[src/rtl/flash_pe_pkg.sv]
package flash_pe_pkg;
  localparam int unsigned DW = 32;

  typedef enum logic [1:0] {
    OP_NONE = 2'd0,
    OP_PROG = 2'd1,
    OP_PAGE = 2'd2,
    OP_MASS = 2'd3
  } op_kind_e;

  localparam logic [7:0] OFS_KEY  = 8'h04;
  localparam logic [7:0] OFS_STAT = 8'h0C;
  localparam logic [7:0] OFS_CTRL = 8'h10;
  localparam logic [7:0] OFS_ADDR = 8'h14;
  localparam logic [7:0] OFS_DATA = 8'h18;

  localparam logic [DW-1:0] KEY_FIRST  = 32'h4567_0123;
  localparam logic [DW-1:0] KEY_SECOND = 32'hCDEF_89AB;

  localparam int unsigned CB_PROG = 0;
  localparam int unsigned CB_PAGE = 1;
  localparam int unsigned CB_MASS = 2;
  localparam int unsigned CB_STRT = 6;
  localparam int unsigned CB_LOCK = 7;
  localparam int unsigned SB_BUSY = 0;
  localparam int unsigned SB_EOP  = 5;
endpackage

[src/rtl/flash_key_seq.sv]
module flash_key_seq
  import flash_pe_pkg::*;
(
  input  logic          clk_i,
  input  logic          rst_ni,
  input  logic          key_wr_i,
  input  logic [DW-1:0] key_val_i,
  output logic          unlock_o,
  output logic          kill_o,
  output logic          dead_o
);
  typedef enum logic [1:0] {KS_FIRST, KS_SECOND, KS_DEAD} ks_e;
  ks_e st_q, st_d;

  always_comb begin
    st_d     = st_q;
    unlock_o = 1'b0;
    kill_o   = 1'b0;
    if (key_wr_i) begin
      unique case (st_q)
        KS_FIRST:  st_d = (key_val_i == KEY_FIRST) ? KS_SECOND : KS_DEAD;
        KS_SECOND: begin
          if (key_val_i == KEY_SECOND) begin
            st_d     = KS_FIRST;
            unlock_o = 1'b1;
          end else begin
            st_d = KS_DEAD;
          end
        end
        default:   st_d = KS_DEAD;
      endcase
      kill_o = (st_d == KS_DEAD);
    end
  end

  always_ff @(posedge clk_i or negedge rst_ni) begin
    if (!rst_ni) st_q <= KS_FIRST;
    else         st_q <= st_d;
  end

  assign dead_o = (st_q == KS_DEAD);

  // once dead, stays dead and never unlocks
  a_r3_dead_sticky: assert property (@(posedge clk_i) disable iff (!rst_ni)
    dead_o |=> dead_o);
  a_r3_no_unlock_dead: assert property (@(posedge clk_i) disable iff (!rst_ni)
    dead_o |-> !unlock_o);
endmodule

[src/rtl/flash_op_timer.sv]
module flash_op_timer
  import flash_pe_pkg::*;
#(
  parameter int unsigned T_PROG = 4,
  parameter int unsigned T_PAGE = 8,
  parameter int unsigned T_MASS = 16
) (
  input  logic     clk_i,
  input  logic     rst_ni,
  input  logic     start_i,
  input  op_kind_e kind_i,
  output logic     busy_o,
  output logic     done_o
);
  localparam int unsigned T_MAX0 = (T_PROG > T_PAGE) ? T_PROG : T_PAGE;
  localparam int unsigned T_MAX  = (T_MAX0 > T_MASS) ? T_MAX0 : T_MASS;
  localparam int unsigned CNT_W  = $clog2(T_MAX + 1);

  logic [CNT_W-1:0] cnt_q, len;
  logic             busy_q;

  always_comb begin
    unique case (kind_i)
      OP_PROG: len = CNT_W'(T_PROG);
      OP_PAGE: len = CNT_W'(T_PAGE);
      default: len = CNT_W'(T_MASS);
    endcase
  end

  assign done_o = busy_q && (cnt_q == '0);
  assign busy_o = busy_q;

  always_ff @(posedge clk_i or negedge rst_ni) begin
    if (!rst_ni) begin
      busy_q <= 1'b0;
      cnt_q  <= '0;
    end else if (start_i) begin
      busy_q <= 1'b1;
      cnt_q  <= len - CNT_W'(1);
    end else if (done_o) begin
      busy_q <= 1'b0;
    end else if (busy_q) begin
      cnt_q <= cnt_q - CNT_W'(1);
    end
  end

  // no new operation while one runs
  a_r8_no_restart: assert property (@(posedge clk_i) disable iff (!rst_ni)
    start_i |-> !busy_o);
  // completion ends busy
  a_r6_done_ends: assert property (@(posedge clk_i) disable iff (!rst_ni)
    done_o |=> !busy_o);
endmodule

[src/rtl/flash_pe_ctrl.sv]
module flash_pe_ctrl
  import flash_pe_pkg::*;
#(
  parameter int unsigned ADDR_W = 8,
  parameter int unsigned T_PROG = 4,
  parameter int unsigned T_PAGE = 8,
  parameter int unsigned T_MASS = 16
) (
  input  logic              clk_i,
  input  logic              rst_ni,
  input  logic              req_i,
  input  logic              we_i,
  input  logic [ADDR_W-1:0] addr_i,
  input  logic [31:0]       wdata_i,
  output logic [31:0]       rdata_o,
  output logic              arr_req_o,
  output logic [1:0]        arr_op_o,
  output logic [31:0]       arr_addr_o,
  output logic [31:0]       arr_data_o
);
  logic wr, wr_key, wr_stat, wr_ctrl, wr_addr, wr_data;
  logic unlock, kill, dead;
  logic busy, done, go;
  logic lock_q, pg_q, per_q, mer_q, strt_q, eop_q, arr_req_q;
  logic [31:0] addr_q, data_q;
  op_kind_e kind, arr_op_q;

  assign wr      = req_i && we_i;
  assign wr_key  = wr && (addr_i == ADDR_W'(OFS_KEY));
  assign wr_stat = wr && (addr_i == ADDR_W'(OFS_STAT));
  assign wr_ctrl = wr && (addr_i == ADDR_W'(OFS_CTRL));
  assign wr_addr = wr && (addr_i == ADDR_W'(OFS_ADDR));
  assign wr_data = wr && (addr_i == ADDR_W'(OFS_DATA));

  flash_key_seq u_key (
    .clk_i     (clk_i),
    .rst_ni    (rst_ni),
    .key_wr_i  (wr_key),
    .key_val_i (wdata_i),
    .unlock_o  (unlock),
    .kill_o    (kill),
    .dead_o    (dead)
  );

  // exactly one selection bit must accompany start
  always_comb begin
    if (wdata_i[CB_PROG])      kind = OP_PROG;
    else if (wdata_i[CB_PAGE]) kind = OP_PAGE;
    else                       kind = OP_MASS;
  end
  assign go = wr_ctrl && !lock_q && !busy && wdata_i[CB_STRT] &&
              $onehot(wdata_i[CB_MASS:CB_PROG]);

  flash_op_timer #(
    .T_PROG (T_PROG),
    .T_PAGE (T_PAGE),
    .T_MASS (T_MASS)
  ) u_tmr (
    .clk_i   (clk_i),
    .rst_ni  (rst_ni),
    .start_i (go),
    .kind_i  (kind),
    .busy_o  (busy),
    .done_o  (done)
  );

  always_ff @(posedge clk_i or negedge rst_ni) begin
    if (!rst_ni) begin
      lock_q    <= 1'b1;
      pg_q      <= 1'b0;
      per_q     <= 1'b0;
      mer_q     <= 1'b0;
      strt_q    <= 1'b0;
      eop_q     <= 1'b0;
      addr_q    <= '0;
      data_q    <= '0;
      arr_req_q <= 1'b0;
      arr_op_q  <= OP_NONE;
    end else begin
      if (unlock) lock_q <= 1'b0;
      if (kill || (wr_ctrl && wdata_i[CB_LOCK])) lock_q <= 1'b1;
      if (wr_ctrl && !lock_q && !busy) begin
        pg_q  <= wdata_i[CB_PROG];
        per_q <= wdata_i[CB_PAGE];
        mer_q <= wdata_i[CB_MASS];
      end
      if (go)        strt_q <= 1'b1;
      else if (done) strt_q <= 1'b0;
      if (done)                          eop_q <= 1'b1;
      else if (wr_stat && wdata_i[SB_EOP]) eop_q <= 1'b0;
      if (wr_addr && !busy) addr_q <= wdata_i;
      if (wr_data && !busy) data_q <= wdata_i;
      arr_req_q <= go;
      if (go) arr_op_q <= kind;
    end
  end

  always_comb begin
    rdata_o = '0;
    if (req_i && !we_i) begin
      if (addr_i == ADDR_W'(OFS_STAT))
        rdata_o = {26'b0, eop_q, 4'b0, busy};
      else if (addr_i == ADDR_W'(OFS_CTRL))
        rdata_o = {24'b0, lock_q, strt_q, 3'b0, mer_q, per_q, pg_q};
      else if (addr_i == ADDR_W'(OFS_ADDR))
        rdata_o = addr_q;
      else if (addr_i == ADDR_W'(OFS_DATA))
        rdata_o = data_q;
    end
  end

  assign arr_req_o  = arr_req_q;
  assign arr_op_o   = arr_op_q;
  assign arr_addr_o = addr_q;
  assign arr_data_o = data_q;

  // lock only drops on a completed key pair
  a_r4_lock_sticky: assert property (@(posedge clk_i) disable iff (!rst_ni)
    (lock_q && !unlock) |=> lock_q);
  // dead key state keeps the block locked
  a_r3_dead_locked: assert property (@(posedge clk_i) disable iff (!rst_ni)
    dead |-> lock_q);
  // end of operation raises the flag
  a_r7_eop_on_done: assert property (@(posedge clk_i) disable iff (!rst_ni)
    done |=> eop_q);
  // start bit falls with busy
  a_r6_strt_with_busy: assert property (@(posedge clk_i) disable iff (!rst_ni)
    $fell(busy) |-> !strt_q);
  // array request lasts one cycle
  a_r5_strobe_single: assert property (@(posedge clk_i) disable iff (!rst_ni)
    arr_req_q |=> !arr_req_q);
  // target address frozen during an operation
  a_r8_addr_frozen: assert property (@(posedge clk_i) disable iff (!rst_ni)
    busy |=> $stable(addr_q));
endmodule

[config.mk]
export PLATFORM = sky130hd
export DESIGN_NAME = flash_pe_ctrl
export DESIGN_NICKNAME = d
export VERILOG_FILES = /design/src/rtl/flash_pe_pkg.sv /design/src/rtl/flash_key_seq.sv /design/src/rtl/flash_op_timer.sv /design/src/rtl/flash_pe_ctrl.sv
export SDC_FILE = /design/constraint.sdc
export NUM_CORES = 1
export LEC_CHECK = 0
export CAP_MARGIN = 25
export CORE_MARGIN = 4
export CORE_UTILIZATION = 45
export DETAILED_ROUTE_END_ITERATION = 8
export PLACE_DENSITY = 0.83
export SLEW_MARGIN = 25
export SYNTH_ARGS = -nofsm -noshare
export SYNTH_HDL_FRONTEND = slang
export SYNTH_SLANG_ARGS = --single-unit
[constraint.sdc]
create_clock -name clk_i -period 3.31 [get_ports clk_i]
set_clock_uncertainty 0.15 [all_clocks]
set_input_delay 0.662 -clock clk_i [delete_from_list [all_inputs] [get_ports clk_i]]
set_output_delay 0.662 -clock clk_i [all_outputs]
set_load 0.02 [all_outputs]
==> impl.org, run 1 <==
** Clock network
- Clock-pin slew was measured on the worst setup and hold paths at 90 ps.
- CTS placed an instance of sky130_fd_sc_hd__clkbuf_8 at the clock tree root.
- Clock tree from TritonCTS :: built
- Counting the buffers created by CTS gives 9.
- Counting every sink on the clock net gives 80.
- Clock latency on the worst-skew pair, taken at its later pin, is between 300 and 400 ps.
- In this run the number of H-tree levels came out at 3.
- Longest Clk Path Bufs :: 2

** Setup path
- Tracing the worst setup path back leads to its startpoint at addr_i[3].
- By startpoint and endpoint, the worst setup path is classified as in2out.
- Worst-path maximum fanout :: 8
- The setup check on the worst reg-to-reg path leaves a slack of ~800 ps.
- Worst Reg2Reg Path Length in Cells :: 9
- Reg-to-reg endpoint :: u_tmr.cnt_q[2]
- Startpoint types :: input pin
- STA classifies the critical path endpoint as a primary output.
- Critical path data arrival time :: 2400 ps
- For the worst setup path, the data required time is 2500 ps.
- The startpoint identified for the worst register-to-register timing path is strt_q.
- CP Capture Point :: rdata_o[31]

** Placed design
- Instance count after placement with tap cells included :: 599
- Input and output buffers added on the ports amount to 142.
- Final estimated routing congestion in global placement :: around 0.85
- In this run the cell area measured after placement is 5640 µm².
- Final HPWL from detailed placement :: 8300 µm

** Power
- Cell internal power was estimated by the tool at 1.46 mW.
- Overall Power :: 2.01 mW
- The worst-case IR drop observed on VDD is 0.192 mV.
- Switch share :: 27.2%
- Combinational logic is responsible for 15.0% of the overall power.
- Sequential cells burn between 50% and 60% of the power.
- In this run the power density over the cells is between 300 and 400 nW/µm².
- Clock power frac :: 32.4%
- Summed over all nets, the switching power comes to around 550 µW.
- Summed over all cells, the static leakage comes to 2.70 nW.

** Synthesis
- Synthesized area :: 3860 µm²
- Share of synthesized flip-flops with an asynchronous set or reset :: 100%
- Counting every instance in the synthesized netlist gives 335.
- Dominant synthesized flop cell :: sky130_fd_sc_hd__dfrtp_1
- Number of synthesized flops with an enable pin :: 0
- Sequential cell area fraction in the yosys report :: 51.9%
- The synthesized design spends more area on one cell type than any other, namely sky130_fd_sc_hd__dfrtp_1.
- Warnings, synthesis :: 0
- The synthesized design devotes to its leading area cell type between 50% and 60% of total area.
- Syn Area/Cell :: 11.5 µm²
- Post-synthesis net count :: 381
- Largest cells by area after synthesis :: sky130_fd_sc_hd__dfrtp_1, sky130_fd_sc_hd__mux2_2, sky130_fd_sc_hd__a22oi_1
- Number of distinct standard cells referenced by the synthesized netlist :: 47
- Synthesis inferred 80 register bits.

** Routing
- In the routed design, unresolved DRC markers number 0.
- Once detail routing completed, the nets flagged for antenna violations numbered 0.
- Via count normalized by instance count :: 5.47
- Wires add up to 11300 µm.
- In the final routed layout, each cell accounts on average for between 15 and 20 µm.
- The first TritonRoute pass finished after 4 iterations.
- The routed layout has between 3000 and 4000 vias.
- The first routing iteration left 121 violations.

** Layout
- Final Instance Area :: around 5800 µm²
- Proportion of layout cells with a drive suffix above 1 :: a little under a third
- The count of cells in the finished layout, fillers not included, comes to 619.
- Synthesis-to-layout area growth :: 50.0%
- Flip-flop and latch area :: 2000 µm²
- Final-stage net count :: approximately 560
- The repair_antennas step left the layout with diodes totalling 0.
- Summing all multi-input logic gate instances after layout gives 1790 µm².
- Number of inserted filler cells in the final layout :: 635

** Floorplanning
- The region available for standard cell placement spans 8300 µm².
- Initial cell density of the core :: a little under half
- Die Footprint :: between 10000 and 15000 µm²
- Io pins :: 143
- Row generation in the floorplan step produced 33 rows.
- Die H :: just over 100 µm
- DIE WIDTH :: between 100 and 150 µm

** GRT
- The number of antenna violations at the first check in global routing came to 0.
- Largest net degree at the start of global routing :: 81
- Global routing finished with a remaining overflow of 0.
- The first global-routing pass estimated around 18000 µm of wire.
- Total global routing track utilization :: a little under a quarter
- Vias in the first global route :: roughly 3600

** STA
- In this run the tightest slew margin relative to its limit is 51.3%.
- The max-slew violation count was 0.
- Unrepaired setup endpoints after global routing :: false
- The worst path uses 97.0% of the clock period.
- The number of hold violations in the final report is 0.
- Timing-limited maximum frequency :: 0.311 GHz
- Setup violations remaining at the end of the flow were counted as 0.
- Worst-Margin Slew :: 731 ps
- Clock period minus final worst setup slack :: 3210 ps

** Min path
- Hold Path Class :: in2async

** Job
- Across the run, the number of max-cap violations was 0.

** Outcome
- Outcome :: completed
-- metrics by stage --
| stage | setup TNS, ps | hold WS, ps | utilization [%] | setup slack (ps) |
|---|---|---|---|---|
| 2_1_floorplan | 0 | 216 | - | 215 |
| 5_1_grt | 0 | 238 | 69.8 | 35.7 |
| 4_1_cts | 0 | 342 | 69.7 | 1.21 |
| 3_5_place_dp | -11730 | 323 | 68.0 | -448 |
| 6_report | 0 | 148 | 69.8 | 98.5 |
| 3_3_place_gp | -10380 | 317 | 68.0 | -382 |
-- cell families after synthesis --
family	synth area share (%)
simple gates	14.2
flops	51.9
mux	20.3
compound gates	9.65
buf+inv	2.66
xor+xnor	0.454
fa+ha+maj	0.842
-- power groups by stage --
stage	logic, mW	clock network, mW	registers (mW)
6_report	0.301	0.651	1.06
5_1_grt	0.329	0.705	1.06
4_1_cts	0.301	0.665	1.06
3_5_place_dp	0.288	0	1.07
3_3_place_gp	0.277	0	1.07
2_1_floorplan	0.104	0	1.08
-- final cells by class --
cell class	count	share of cell area, %
clock buffers	10	2.37
clock inverters	6	0.734
inverters	7	0.453
well taps	105	2.27
multi-input cells	232	30.9
repair buffers	179	28.7
flip-flops and latches	80	34.6
-- cells in the final DEF, fill, tap and decap left out, types with 3 or more instances in the layout --
| cell type | Yosys | final |
|---|---|---|
| sky130_fd_sc_hd__nand2_1 | 17 | 16 |
| sky130_fd_sc_hd__nor2_1 | 44 | 43 |
| sky130_fd_sc_hd__buf_6 | 1 | 3 |
| sky130_fd_sc_hd__buf_12 | 0 | 6 |
| sky130_fd_sc_hd__nand2b_1 | 3 | 3 |
| sky130_fd_sc_hd__buf_2 | 7 | 26 |
| sky130_fd_sc_hd__dfrtp_1 | 79 | 79 |
| sky130_fd_sc_hd__inv_1 | 7 | 7 |
| sky130_fd_sc_hd__clkdlybuf4s50_1 | 0 | 106 |
| sky130_fd_sc_hd__nand4_1 | 4 | 4 |
| sky130_fd_sc_hd__a21oi_1 | 8 | 7 |
| sky130_fd_sc_hd__nand3_1 | 5 | 5 |
| sky130_fd_sc_hd__nor4_1 | 4 | 4 |
| sky130_fd_sc_hd__nor2b_1 | 4 | 4 |
| sky130_fd_sc_hd__buf_4 | 0 | 29 |
| sky130_fd_sc_hd__mux2i_1 | 6 | 6 |
| sky130_fd_sc_hd__dlygate4sd2_1 | 0 | 5 |
| sky130_fd_sc_hd__a22oi_1 | 27 | 27 |
| sky130_fd_sc_hd__o21ai_0 | 8 | 8 |
| sky130_fd_sc_hd__mux2_2 | 63 | 63 |
| sky130_fd_sc_hd__clkbuf_8 | 0 | 10 |
| sky130_fd_sc_hd__nor3_1 | 5 | 4 |
-- Yosys cell counts (2+ instances only) --
master                      n
sky130_fd_sc_hd__xor2_1     2
sky130_fd_sc_hd__nand4_1    4
sky130_fd_sc_hd__mux2i_1    6
sky130_fd_sc_hd__nor2b_1    4
sky130_fd_sc_hd__nand2_1   17
sky130_fd_sc_hd__nor2_1    44
sky130_fd_sc_hd__or4_1      2
sky130_fd_sc_hd__a31oi_1    2
sky130_fd_sc_hd__o21ai_0    8
sky130_fd_sc_hd__clkbuf_1   8
sky130_fd_sc_hd__and3_1     2
sky130_fd_sc_hd__a22oi_1   27
sky130_fd_sc_hd__inv_1      7
sky130_fd_sc_hd__mux2_2    63
sky130_fd_sc_hd__a21oi_1    8
sky130_fd_sc_hd__nor4b_1    2
sky130_fd_sc_hd__nor4_1     4
sky130_fd_sc_hd__nand3_1    5
sky130_fd_sc_hd__nand2b_1   3
sky130_fd_sc_hd__buf_2      7
sky130_fd_sc_hd__nor3_1     5
sky130_fd_sc_hd__or3_1      2
sky130_fd_sc_hd__dfrtp_1   79
-- flip-flops by register name (all words and copies together), names as in the netlist, 2 cells and up --
name,flops
arr_addr_o,32
arr_data_o,32
u_tmr.cnt_q,5
arr_op_o,2
u_key.st_q,2
-- worst min path at each step --
stage / from / to / cells past startpoint
finish: rst_ni / arr_addr_o[6] / 1
global route: rst_ni / arr_addr_o[6] / 1
global placement: arr_op_o[1] / arr_op_o[1] / 2
CTS: arr_op_o[1] / arr_op_o[1] / 2
floorplan: rst_ni / arr_addr_o[0] / 0
detailed placement: arr_op_o[1] / arr_op_o[1] / 2
-- repair_timing --
item,CTS,global route
resized for setup,123,9
pin swaps,2,2
setup buffers,3,0
setup endpoints to repair,32,28
hold buffers,0,0
cloned,1,0
endpoints found under the hold margin,0,0
-- critical path, cell delays in order --
cell	delay [ps]
sky130_fd_sc_hd__clkdlybuf4s50_1	510
sky130_fd_sc_hd__buf_4	200
sky130_fd_sc_hd__nand2_1	90
sky130_fd_sc_hd__nor2_1	60
sky130_fd_sc_hd__a21oi_2	150
sky130_fd_sc_hd__o21ai_4	80
sky130_fd_sc_hd__buf_12	150
sky130_fd_sc_hd__buf_12	130
sky130_fd_sc_hd__nor2_1	170
sky130_fd_sc_hd__buf_2	200
-- metal layers --
layer  up-vias  global-route usage, %  share of wire, %
met1      1676                   28.8                43
li1       1559                      -                 -
met3        19                   5.19               7.2
met5         -                      0                 0
met4         0                   6.63               1.4
met2       133                   38.3                49
Note: power is estimated with default switching activity, not from simulation.
==> inputs of run 2 (changes only) <==
CTS_BUF_LIST = sky130_fd_sc_hd__clkbuf_8 sky130_fd_sc_hd__clkbuf_16   (was unset)
clock period = 3.4 ns   (was 3.31 ns; I/O delays follow)
==> impl.org, run 2 (synthesis results as in run 1) <==
** Outcome
- The run finished with clean final reports.

** Routing
- For this block, the routed nets add up to 11600 µm of wire.
- Dividing the detail-routed wire length by the instance count gives 18.8 µm.
- The routed layout has 3405 vias.
- First-pass DRT Iterations :: 5
- DRC violation count after routing :: 0
- Via count normalized by instance count :: 5.53
- Initial DRC count :: approximately 130
- Final ANT Viol Nets :: 0

** GRT
- Vias in the first global route :: 3661
- Global routing used 23.1% of the available tracks.
- The number of antenna violations at the first check in global routing came to 0.
- After global routing the overflow that remains totals 0.
- Largest net degree at the start of global routing :: just over 80
- The first global-routing pass estimated 18400 µm of wire.

** Setup path
- Critical path data arrival time :: 2460 ps
- Along the worst path, the maximum fanout reaches 8.
- Data on the critical path is required at its endpoint by 2570 ps.
- Class of the most critical setup path :: in2out
- The worst setup path is captured at a primary output.
- Startpoint types :: input pin

** Power
- Maximum VDD drop :: 0.209 mV
- The analysis attributes to cell leakage a power of 2.74 nW.
- Dividing total power by cell area gives a power density of 362 nW/µm².
- Summing internal, switching and leakage power gives 2.11 mW.

** Placed design
- Routability-driven placement finished with a final weighted congestion of 0.872.
- Summing all placed instances gives a cell area of 5620 µm².
- The count of buffers added on input and output ports is 142.
- After legalization and detailed placement, the total HPWL measured 8270 µm.

** STA
- The max-slew violation count is 0.
- Clock period minus final worst setup slack :: roughly 3300 ps
- The number of hold violations in the final report is 0.
- Unrepaired setup endpoints after global routing :: false
- Based on the critical path, the design can be clocked at up to 0.304 GHz.
- Slew Limit Headroom :: 52.2%
- Of the available clock period, the critical path in the final layout requires 96.8%.
- Setup violations remaining at the end of the flow were counted as 0.
- At the pin with the least slew margin, the transition time is 718 ps.

** Layout
- The library cell used most frequently in the layout, excluding fill and tap cells, is sky130_fd_sc_hd__clkdlybuf4s50_1.
- Final Instance Area :: 5830 µm²
- The repair_antennas step left the layout with diodes totalling 0.
- Proportion of layout cells with a drive suffix above 1 :: between 20% and 30%
- The library cells used most frequently in the layout, excluding fill and tap cells, are sky130_fd_sc_hd__clkdlybuf4s50_1, sky130_fd_sc_hd__dfrtp_1, sky130_fd_sc_hd__mux2_2.
- Synthesis-to-layout area growth :: 50.9%
- Final-stage net count :: roughly 550

** Min path
- Hold Path Class :: in2async

** Clock network
- No sink is reached through more buffers than the 2 on the longest clock path.
- Clock tree from TritonCTS :: built
- Counting every sink on the clock net gives 80.
- The H-tree was split into 3 levels.
- Clk Latency, worst-skew pair :: 340 ps
- Number of buffers inserted during clock tree synthesis :: 9
- Clock root buffer master :: sky130_fd_sc_hd__clkbuf_8
- After clock tree synthesis, the clock-pin slew on the worst setup and hold paths is approximately 80 ps.

** Floorplanning
- Initial cell density of the core :: 46.5%
- The region available for standard cell placement spans 8300 µm².
- Number of core rows :: 33
- The die is 101 µm wide.
- Die Footprint :: approximately 10000 µm²
- Io pins :: 143
- Die H :: between 100 and 150 µm

** Job
- Max-cap violations in this run came to 0.
-- run 2: per-stage QoR --
step	worst slack (ps)	TNS [ps]	cells	hold WS, ps	util [%]
detailed placement	-412	-9670	596	332	67.7
global route	11.7	0	616	277	70.2
global placement	-418	-9540	596	315	67.7
floorplan	269	0	335	234	-
finish	108	0	616	200	70.2
CTS	2.78	0	616	349	71.7
-- run 2: critical path, cell delays in order --
cell and delay (ps):
sky130_fd_sc_hd__clkdlybuf4s50_1 520, sky130_fd_sc_hd__buf_4 200, sky130_fd_sc_hd__nand2_1 100, sky130_fd_sc_hd__nor2_1 60
sky130_fd_sc_hd__a21oi_2 150, sky130_fd_sc_hd__o21ai_4 80, sky130_fd_sc_hd__buf_12 150, sky130_fd_sc_hd__buf_12 130
sky130_fd_sc_hd__nor2_1 170, sky130_fd_sc_hd__buf_2 200
-- run 2: power breakdown --
group / switching (mW) / leakage, nW / internal (mW) / total (mW)
clock: 0.336 / 0.117 / 0.446 / 0.782
sequential: 0.0400 / 1.09 / 0.991 / 1.03
combinational: 0.151 / 1.53 / 0.148 / 0.299
total: 0.527 / 2.74 / 1.59 / 2.11
-- run 2: worst paths after layout --
check / depth (start not counted) / slack (ps) / endpoint / start
hold / removal: 1 / 200 / arr_addr_o[6] / rst_ni
max in group asynchronous: 1 / 2390 / arr_addr_o[15] / rst_ni
hold reg to reg: 2 / 340 / per_q / per_q
setup / recovery: 10 / 110 / rdata_o[31] / addr_i[3]
setup reg to reg: 9 / 880 / u_tmr.cnt_q[2] / strt_q
min in group clk_i: 2 / 340 / per_q / per_q
-- run 2: final cells by class --
cell class,count,area [µm²]
Sequential cell,80,2000
Clock inverter,4,68.8
Multi-Input combinational cell,232,1790
Inverter,7,26.3
Clock buffer,11,151
Tap cell,105,131
Timing Repair Buffer,177,1660
Fill cell,624,2470
-- run 2: timing repair --
action | CTS | global route
gates resized for setup | 96 | 35
gates cloned | 2 | 0
endpoints found under the setup margin | 28 | 29
hold buffers | 0 | 0
setup buffers | 3 | 0
pin swaps | 2 | 2
-- run 2: per-layer routing --
metal | up-vias | wire, µm | GRT usage, %
met5 | - | 0 | 0
met4 | 0 | 195 | 7.05
met3 | 18 | 819 | 4.15
met2 | 130 | 5640 | 38.1
met1 | 1701 | 4950 | 31.0
li1 | 1556 | - | -
